===== src/rtl/uart_aw_pkg.sv =====
package uart_aw_pkg;
   localparam int OVS   = 16;
   localparam int OVS_W = $clog2(OVS);
   localparam int CHR_W = 9;

   typedef enum logic [1:0] {
      LN_IDLE  = 2'd0,
      LN_START = 2'd1,
      LN_DATA  = 2'd2,
      LN_STOP  = 2'd3
   } line_st_t;
endpackage


===== src/rtl/uart_aw_tick.sv =====
module uart_aw_tick #(
   parameter int CLK_PER_TICK = 4
) (
   input  logic clk,
   input  logic rst_n,
   output logic tick
);
   if (CLK_PER_TICK < 1) begin : g_bad_div
      $error("CLK_PER_TICK must be at least 1");
   end

   if (CLK_PER_TICK == 1) begin : g_every
      assign tick = 1'b1;
   end else begin : g_count
      localparam int CW = $clog2(CLK_PER_TICK);
      localparam logic [CW-1:0] LAST = CW'(CLK_PER_TICK - 1);
      logic [CW-1:0] cnt_q;
      always_ff @(posedge clk or negedge rst_n) begin
         if (!rst_n)            cnt_q <= '0;
         else if (cnt_q == LAST) cnt_q <= '0;
         else                   cnt_q <= cnt_q + 1'b1;
      end
      assign tick = (cnt_q == LAST);
   end
endmodule


===== src/rtl/uart_aw_tx.sv =====
module uart_aw_tx
   import uart_aw_pkg::*;
(
   input  logic       clk,
   input  logic       rst_n,
   input  logic       tick,
   input  logic       nine_en,
   input  logic       wr,
   input  logic [7:0] wdata,
   input  logic       bit9_we,
   input  logic       bit9_d,
   output logic       txd,
   output logic       buf_empty,
   output logic       shift_empty
);
   localparam logic [OVS_W-1:0] OVS_LAST = OVS_W'(OVS - 1);

   logic [OVS_W-1:0] ovs_q;
   logic             bit_end;
   logic             hold_full_q;
   logic [7:0]       hold_q;
   logic             bit9_q;
   line_st_t         st_q;
   logic [CHR_W-1:0] sh_q;
   logic [3:0]       bcnt_q;
   logic             pend_q;
   logic             last_bit;
   logic             handoff;
   logic             accept;

   assign bit_end  = tick && (ovs_q == OVS_LAST);
   assign last_bit = (bcnt_q == (nine_en ? 4'd8 : 4'd7));
   assign handoff  = bit_end && hold_full_q &&
                     ((st_q == LN_IDLE) ||
                      ((st_q == LN_DATA) && last_bit) ||
                      ((st_q == LN_STOP) && !pend_q));
   assign accept   = wr && (!hold_full_q || handoff);

   always_ff @(posedge clk or negedge rst_n) begin
      if (!rst_n)    ovs_q <= '0;
      else if (tick) ovs_q <= ovs_q + 1'b1;
   end

   always_ff @(posedge clk or negedge rst_n) begin
      if (!rst_n) begin
         hold_full_q <= 1'b0;
         hold_q      <= '0;
         bit9_q      <= 1'b0;
      end else begin
         if (accept) begin
            hold_q      <= wdata;
            hold_full_q <= 1'b1;
         end else if (handoff) begin
            hold_full_q <= 1'b0;
         end
         if (bit9_we) bit9_q <= bit9_d;
      end
   end

   always_ff @(posedge clk or negedge rst_n) begin
      if (!rst_n) begin
         st_q   <= LN_IDLE;
         sh_q   <= '0;
         bcnt_q <= '0;
         pend_q <= 1'b0;
      end else if (bit_end) begin
         case (st_q)
            LN_IDLE: begin
               if (handoff) begin
                  sh_q <= {bit9_q, hold_q};
                  st_q <= LN_START;
               end
            end
            LN_START: begin
               bcnt_q <= '0;
               st_q   <= LN_DATA;
            end
            LN_DATA: begin
               sh_q   <= sh_q >> 1;
               bcnt_q <= bcnt_q + 1'b1;
               if (last_bit) begin
                  st_q <= LN_STOP;
                  if (handoff) begin
                     sh_q   <= {bit9_q, hold_q};
                     pend_q <= 1'b1;
                  end
               end
            end
            default: begin
               if (pend_q) begin
                  pend_q <= 1'b0;
                  st_q   <= LN_START;
               end else if (handoff) begin
                  sh_q <= {bit9_q, hold_q};
                  st_q <= LN_START;
               end else begin
                  st_q <= LN_IDLE;
               end
            end
         endcase
      end
   end

   always_comb begin
      case (st_q)
         LN_START: txd = 1'b0;
         LN_DATA:  txd = sh_q[0];
         default:  txd = 1'b1;
      endcase
   end

   assign buf_empty   = !hold_full_q;
   assign shift_empty = (st_q == LN_IDLE);
endmodule


===== src/rtl/uart_aw_rx.sv =====
module uart_aw_rx
   import uart_aw_pkg::*;
(
   input  logic             clk,
   input  logic             rst_n,
   input  logic             tick,
   input  logic             nine_en,
   input  logic             rxd_s,
   input  logic             hold_off,
   output logic             frame_ok,
   output logic [CHR_W-1:0] frame_data,
   output logic             idle
);
   localparam logic [OVS_W-1:0] OVS_LAST = OVS_W'(OVS - 1);
   localparam logic [OVS_W-1:0] OVS_MID  = OVS_W'(OVS / 2 - 1);

   line_st_t         st_q;
   logic [OVS_W-1:0] ovs_q;
   logic [3:0]       cnt_q;
   logic [CHR_W-1:0] sh_q;
   logic             prev_q;
   logic             fall;
   logic             last_bit;

   assign fall     = prev_q && !rxd_s;
   assign last_bit = (cnt_q == (nine_en ? 4'd8 : 4'd7));

   always_ff @(posedge clk or negedge rst_n) begin
      if (!rst_n) begin
         st_q       <= LN_IDLE;
         ovs_q      <= '0;
         cnt_q      <= '0;
         sh_q       <= '0;
         prev_q     <= 1'b1;
         frame_ok   <= 1'b0;
         frame_data <= '0;
      end else begin
         prev_q   <= rxd_s;
         frame_ok <= 1'b0;
         case (st_q)
            LN_IDLE: begin
               if (fall && !hold_off) begin
                  st_q  <= LN_START;
                  ovs_q <= '0;
               end
            end
            LN_START: begin
               if (tick) begin
                  if (ovs_q == OVS_MID) begin
                     ovs_q <= '0;
                     cnt_q <= '0;
                     st_q  <= rxd_s ? LN_IDLE : LN_DATA;
                  end else begin
                     ovs_q <= ovs_q + 1'b1;
                  end
               end
            end
            LN_DATA: begin
               if (tick) begin
                  ovs_q <= ovs_q + 1'b1;
                  if (ovs_q == OVS_LAST) begin
                     sh_q  <= {rxd_s, sh_q[CHR_W-1:1]};
                     cnt_q <= cnt_q + 1'b1;
                     if (last_bit) st_q <= LN_STOP;
                  end
               end
            end
            default: begin
               if (tick) begin
                  ovs_q <= ovs_q + 1'b1;
                  if (ovs_q == OVS_LAST) begin
                     st_q <= LN_IDLE;
                     if (rxd_s) begin
                        frame_ok   <= 1'b1;
                        frame_data <= nine_en ? sh_q : {1'b0, sh_q[CHR_W-1:1]};
                     end
                  end
               end
            end
         endcase
      end
   end

   assign idle = (st_q == LN_IDLE);
endmodule


===== src/rtl/uart_autowake_top.sv =====
module uart_autowake_top
   import uart_aw_pkg::*;
#(
   parameter int CLK_PER_TICK = 4,
   parameter int SYNC_STAGES  = 2
) (
   input  logic       clk,
   input  logic       rst_n,
   input  logic       nine_en,
   input  logic       tx_wr,
   input  logic [7:0] tx_data,
   input  logic       tx9_we,
   input  logic       tx9_d,
   output logic       tx_buf_empty,
   output logic       tx_shift_empty,
   input  logic       rx_rd,
   output logic [8:0] rx_data,
   output logic       rx_if,
   output logic       rx_idle,
   input  logic       wake_set,
   output logic       wake_en,
   input  logic       rxd,
   output logic       txd
);
   if (SYNC_STAGES < 2) begin : g_bad_sync
      $error("SYNC_STAGES must be at least 2");
   end

   logic                   tick;
   logic [SYNC_STAGES-1:0] sync_q;
   logic                   rx_s;
   logic                   wprev_q;
   logic                   woke_q;
   logic                   frame_ok;
   logic [CHR_W-1:0]       frame_data;
   logic                   wake_fall;

   uart_aw_tick #(.CLK_PER_TICK(CLK_PER_TICK)) u_tick (
      .clk(clk), .rst_n(rst_n), .tick(tick)
   );

   uart_aw_tx u_tx (
      .clk(clk), .rst_n(rst_n), .tick(tick), .nine_en(nine_en),
      .wr(tx_wr), .wdata(tx_data), .bit9_we(tx9_we), .bit9_d(tx9_d),
      .txd(txd), .buf_empty(tx_buf_empty), .shift_empty(tx_shift_empty)
   );

   always_ff @(posedge clk or negedge rst_n) begin
      if (!rst_n) sync_q <= '1;
      else        sync_q <= {sync_q[SYNC_STAGES-2:0], rxd};
   end
   assign rx_s = sync_q[SYNC_STAGES-1];

   uart_aw_rx u_rx (
      .clk(clk), .rst_n(rst_n), .tick(tick), .nine_en(nine_en),
      .rxd_s(rx_s), .hold_off(wake_en), .frame_ok(frame_ok),
      .frame_data(frame_data), .idle(rx_idle)
   );

   assign wake_fall = wake_en && !woke_q && wprev_q && !rx_s;

   always_ff @(posedge clk or negedge rst_n) begin
      if (!rst_n) begin
         wprev_q <= 1'b1;
         wake_en <= 1'b0;
         woke_q  <= 1'b0;
      end else begin
         wprev_q <= rx_s;
         if (!wake_en) begin
            if (wake_set && rx_idle) begin
               wake_en <= 1'b1;
               woke_q  <= 1'b0;
            end
         end else if (wake_fall) begin
            woke_q <= 1'b1;
         end else if (woke_q && !wprev_q && rx_s) begin
            wake_en <= 1'b0;
            woke_q  <= 1'b0;
         end
      end
   end

   always_ff @(posedge clk or negedge rst_n) begin
      if (!rst_n) begin
         rx_if   <= 1'b0;
         rx_data <= '0;
      end else begin
         if (frame_ok) rx_data <= frame_data;
         if (frame_ok || wake_fall)   rx_if <= 1'b1;
         else if (rx_rd && !wake_en)  rx_if <= 1'b0;
      end
   end
endmodule


===== config.mk =====
export PLATFORM = sky130hd
export DESIGN_NAME = uart_autowake_top
export DESIGN_NICKNAME = d
export VERILOG_FILES = /design/src/rtl/uart_aw_pkg.sv /design/src/rtl/uart_aw_tick.sv /design/src/rtl/uart_aw_tx.sv /design/src/rtl/uart_aw_rx.sv /design/src/rtl/uart_autowake_top.sv
export SDC_FILE = /design/constraint.sdc
export NUM_CORES = 1
export LEC_CHECK = 0
export ABC_AREA = 1
export BUFFER_PORTS_ARGS = -buffer_cell sky130_fd_sc_hd__clkbuf_2
export CAP_MARGIN = 20
export CORE_ASPECT_RATIO = 0.5
export CORE_MARGIN = 3
export CORE_UTILIZATION = 55
export DETAILED_ROUTE_END_ITERATION = 6
export PLACE_DENSITY = 0.86
export SLEW_MARGIN = 20
export SYNTH_ARGS = -nofsm -noshare
export SYNTH_HDL_FRONTEND = slang
export SYNTH_SLANG_ARGS = --single-unit

===== constraint.sdc =====
create_clock -name clk -period 2 [get_ports clk]
set_clock_uncertainty 0.05 [all_clocks]
set_input_delay 0.2 -clock clk [delete_from_list [all_inputs] [get_ports clk]]
set_output_delay 0.2 -clock clk [all_outputs]
set_load 0.01 [all_outputs]

# Yosys cells after proc, flatten, opt, wreduce, memory -nomap -nowiden
# Cells that the tools add are included.
# totals
reg_bits	76
latch_bits	0
ram_bits	0
rom_bits	0
output_inout_bits	15
wordCells	151
n_memories	0
# op_classes
n_addsub	5
multipliers	0
div_mod_pow	0
magnitude_cmp	0
eq_ne	22
n_shift	0
mux	54
n_bitwise	3
reduce_logical	46
# ops
cell	n
2-to-1 mux 9 bit	5
2-to-1 mux 4 bit	9
one-hot mux 9 bit (3 select lines)	1
2-to-1 mux 2 bit	13
one-hot mux 4 bit (2 select lines)	3
2-to-1 mux 1 bit	19
adder 4 x 1 -> 4 bit, second input constant	4
logical AND 1 bit	15
inequality test 2 x 1 -> 1 bit, second input constant	7
one-hot mux 2 bit (3 select lines)	2
AND reduction 3 bit	4
nonzero test 2 bit	6
equality test 2 bit, second input constant	4
equality test 4 bit	2
equality test 4 bit, second input constant	2
AND reduction 4 bit	2
AND reduction 8 bit	1
zero test 1 bit	6
AND reduction 5 bit	1
equality test 2 x 1 -> 1 bit, second input constant	2
equality test 4 x 3 -> 1 bit, second input constant	1
zero test 2 bit	2
logical OR 1 bit	4
inequality test 2 bit, second input constant	2
other kinds (9)	13

# Longest topological paths before layout
# logic_depth
ltp_word	9
ltp_mapped	10
depth_no_buf	9

# Hierarchy
# Synthesis repeated with hierarchy kept, for this count alone.
# unflattened
cells_unflattened	420
hier_area_um2	3719.8
# modules_own_cells
module	instances	cells_per_inst	area_each_um2
uart_aw_tx	1	184	1567.8
uart_aw_rx	1	172	1522.7
uart_autowake_top	1	60	563.0
uart_aw_tick	1	4	66.3

# Least setup slack after synthesis
# Ideal clock, no wire load.
# synth_timing
path_kind	register -> register
from	reg u_rx.st_q[1]
to	reg u_rx.st_q[0]
t_arrival_ns	1.502
slack_ns	0.331
stages_incl_launch_ff	10
path_buffers	0
path_cell_list	dfrtp_1 -> inv_1 -> ha_1 -> inv_1 -> o21ai_0 -> nand2_1 -> a21oi_1 -> nand3_1 -> nand2_1 -> nand2_1
# synth_via
elab_chain_cells	3
word_cells_on_any_way	13
# synth_rtl
item	line_no	text
start, declared	uart_aw_rx.sv:17	line_st_t st_q;
start signal, assigned	uart_aw_rx.sv:52	st_q <= rxd_s ? LN_IDLE : LN_DATA;
zero test 2 bit *	-	
net rx_idle	uart_autowake_top.sv:19	output logic rx_idle,
inequality test 2 x 1 -> 1 bit (no line) (tied with other cells)	-	
AND reduction 8 bit (no line)	-	
# The timed path passes the listed nets; every way through them passes the cells marked *.
# A chain may end at the register's enable or synchronous reset.

# Final worst setup path
# layout_timing
from	reg u_rx.st_q[1]
to	reg u_rx.st_q[1]
# layout_via
elab_chain_cells	3
word_cells_on_any_way	13
# layout_rtl
item	line_no	text
equality test 2 bit (tied with other cells)	uart_aw_rx.sv:40	case (st_q)
inequality test 2 x 1 -> 1 bit (no line) (tied with other cells)	-	
AND reduction 8 bit (no line)	-	
# Parallel ways exist; a longest one is shown, timed or not.

==> results.yml <==
run_status:
  status: "complete, no violations"
worst_setup_path:
  start_kind: "flop"
  r2r_slack_ns: 0.13
  rr_endpoint: "u_rx.st_q[1]"
  critPathRequiredTime_ns: 2.17
  r2r.worst_path.cells: 9
  rr_startpoint: "u_rx.st_q[1]"
  cp.arrival_ns: 2.04
  crit_path_max_fanout: 5
  endpoint: "u_rx.st_q[1]"
  crit_type: "reg2reg"
  end_kind: "flop"
  cp-startpoint: "u_rx.st_q[1]"
yosys:
  synth_nets: 444
  synth_area_leaders: "dfrtp_1, nand2_1, o21ai_0, ha_1, nand3_1"
  yosys.area.top_type_share_pct: 50.87
  syn_avg_cell_area_um2: 8.695
  synthFlopType: "dfrtp_1"
  ys_async_sr_fraction_pct: 100.0
  ys_seq_elements: 76
  synth_cell_types: 32
  ys_warn_count: 0
  yosysMostFrequentCell: "nand2_1"
  synthTopCellsByCount: "nand2_1, dfrtp_1, inv_1, o21ai_0, nand3_1"
  yosysTopAreaCell: "dfrtp_1"
  synthCells: 413
  ys_seq_area_share_pct: 53.07
  synth-edff-count: 0
  syn-cell-area_mm2: 0.003591
clock_network:
  htreeDepth: 3
  clockBufferDepth: 2
  clock-sinks: 76
  cts_buffers: 9
  insertion_delay_ns: 0.33
  cts_tree: "done"
  path_clk_slew_ns: 0.06
  cts_root_buf: "clkbuf_16"
  cts_setup_buffers: 0
grt:
  grt_overflow_total: 0
  grt_pass1_wl_mm: 13.31
  grt_max_degree: 46
  grt_pass1_vias: 2877
  track_usage_pct: 21.97
  antenna_found_initial: 0
timing:
  worst_pin_slew_ns: 0.4254
  final.setup.tns_ns: 0
  setup_viol: 0
  timing_hold_violations_final: 0
  layout_setup_ws_ns: 0.1339
  min_period_ns: 1.866
  drv_slew: 0
  fin_crit_sh_pct: 93.31
  fmax_mhz: 535.9
  rsz0062_at_grt: "no"
  relSlewSlack_pct: 71.34
power_and_ir_drop:
  netSwitchingPower_mw: 1.229
  power.leakage_nw: 2.043
  internal_power_mw: 3.057
  clockPowerShare_pct: 39.6
  ir_worst_vdd_mv: 0.5027
  sw_frac_of_total_pct: 28.67
  p_total_mw: 4.285
  combPwrFrac_pct: 18.0
  power_frac_seq_pct: 42.4
  power.density_mw_per_mm2: 1018
drt:
  vias_per_cell: 5.230
  drt_iter0_drc: 266
  via_count: 2845
  wire_per_inst_um: 13.90
  first_pass_iters: 5
  remaining_drc_errors: 0
  antenna_left: 0
  drt_wl_total_mm: 7.564
cells_and_area:
  diodes: 0
  multi_input_area_mm2: 0.001488
  syn_to_final_growth_pct: 17.28
  fillers: 462
  finish.instance_area_mm2: 0.004212
  fin_nets: 483
  drive_gt1_share_pct: 16.01
  regArea_mm2: 0.001906
die:
  die_w_um: 120.3
  die_h_um: 63.14
  die_area_mm2: 0.007593
  io_pins: 32
  num_rows: 20
  start_util_pct: 58.10
  core_area_mm2: 0.006181
placed_design:
  place.detailed.hpwl_mm: 5.048
  place_congestion: 0.8368
  io_buffers: 31
  pre_cts_ws_ns: 0.1344
  dpl_cell_area_mm2: 0.003869
hold_path:
  hold_path_class: "in2reg"
job:
  maxCapViolCount: 0
[logic make-up after synthesis]
group / share of synthesized area (%)
compound gates: 9.199
flops: 53.07
fa+ha+maj: 4.878
buf+inv: 5.714
mux: 0.3136
simple gates: 24.88
xor+xnor: 1.951
[per-layer routing]
layer  part of all wire, %  GRT usage [%]  up-vias
li1                      -              -     1407
met1                    46          28.59     1362
met2                    49          37.32       61
met3                   3.9          4.753       15
met4                   1.5          6.780        0
met5                     0              0        -
[critical path: stages (launching register included)]
cell and delay (ns):
dfrtp_1 0.41, inv_1 0.12, ha_1 0.24, inv_1 0.10, o21ai_0 0.16, nand2_1 0.12, a21oi_1 0.28, nand3_1 0.14
nand2_1 0.08, nand2_1 0.05
[through the flow]
stage          util [%]  hold WS, ns  cells
2_1_floorplan         -      -0.1456    413
3_3_place_gp      62.59       0.1155    527
3_5_place_dp      62.59       0.1202    527
4_1_cts           68.02      0.05380    544
5_1_grt           68.14      0.05787    544
6_report          68.14      0.05402    544
[how the worst min path moves through the flow]
stage | startpoint | endpoint | slack, ns | cells past startpoint
3_3_place_gp | rst_n | u_tx.hold_q[6] | 0.12 | 1
5_1_grt | tx_data[2] | u_tx.hold_q[2] | 0.06 | 3
3_5_place_dp | rst_n | u_tx.hold_q[6] | 0.12 | 1
2_1_floorplan | rst_n | rx_data[0] | -0.15 | 0
6_report | tx_data[2] | u_tx.hold_q[2] | 0.05 | 3
4_1_cts | tx_data[2] | u_tx.hold_q[2] | 0.05 | 3
[power groups by stage]
stage,logic [mW],clock network [mW],registers (mW)
after global routing,0.875,1.79,1.83
after floorplan,0.506,0,1.81
after detailed placement,0.730,0,1.84
after CTS,0.760,1.72,1.81
after global placement,0.699,0,1.83
final,0.769,1.70,1.82
[cell usage in the layout, fill, tap and decap left out, types with 4 or more instances in the layout]
master	n
nand2_1	124
dfrtp_1	73
inv_1	38
o21ai_0	38
clkbuf_2	30
nand3_1	29
nor2_1	22
a21oi_1	14
ha_1	13
clkbuf_16	9
nand3b_1	8
xor2_1	7
nand4_1	7
buf_4	7
nand2_2	4
[final cells by class]
class                   instances  area share, %
flip-flops and latches         76          45.25
inverters                      40          3.565
multi-input cells             285          35.32
clock buffers                   9          5.348
well taps                      88          2.614
clock inverters                 6          2.139
repair buffers                 40          5.764
[registers in the layout, summed over array words and instances, names as in the netlist]
name and flops:
rx_data 9, rx_if 1, sync_q 2, u_rx.cnt_q 4
u_rx.frame_data 9, u_rx.frame_ok 1, u_rx.ovs_q 4, u_rx.prev_q 1
u_rx.sh_q 9, u_rx.st_q 2, u_tick.g_count.cnt_q 2, u_tx.bcnt_q 4
u_tx.bit9_q 1, u_tx.hold_full_q 1, u_tx.hold_q 8, u_tx.ovs_q 4
u_tx.pend_q 1, u_tx.sh_q 9, u_tx.st_q 2, wake_en 1
woke_q 1
[repair_timing]
item	CTS	global route
endpoints found under the hold margin	29	0
resized for setup	0	2
hold buffers	2	0
setup endpoints to repair	0	22
Note: power is estimated with default switching activity, not from simulation.
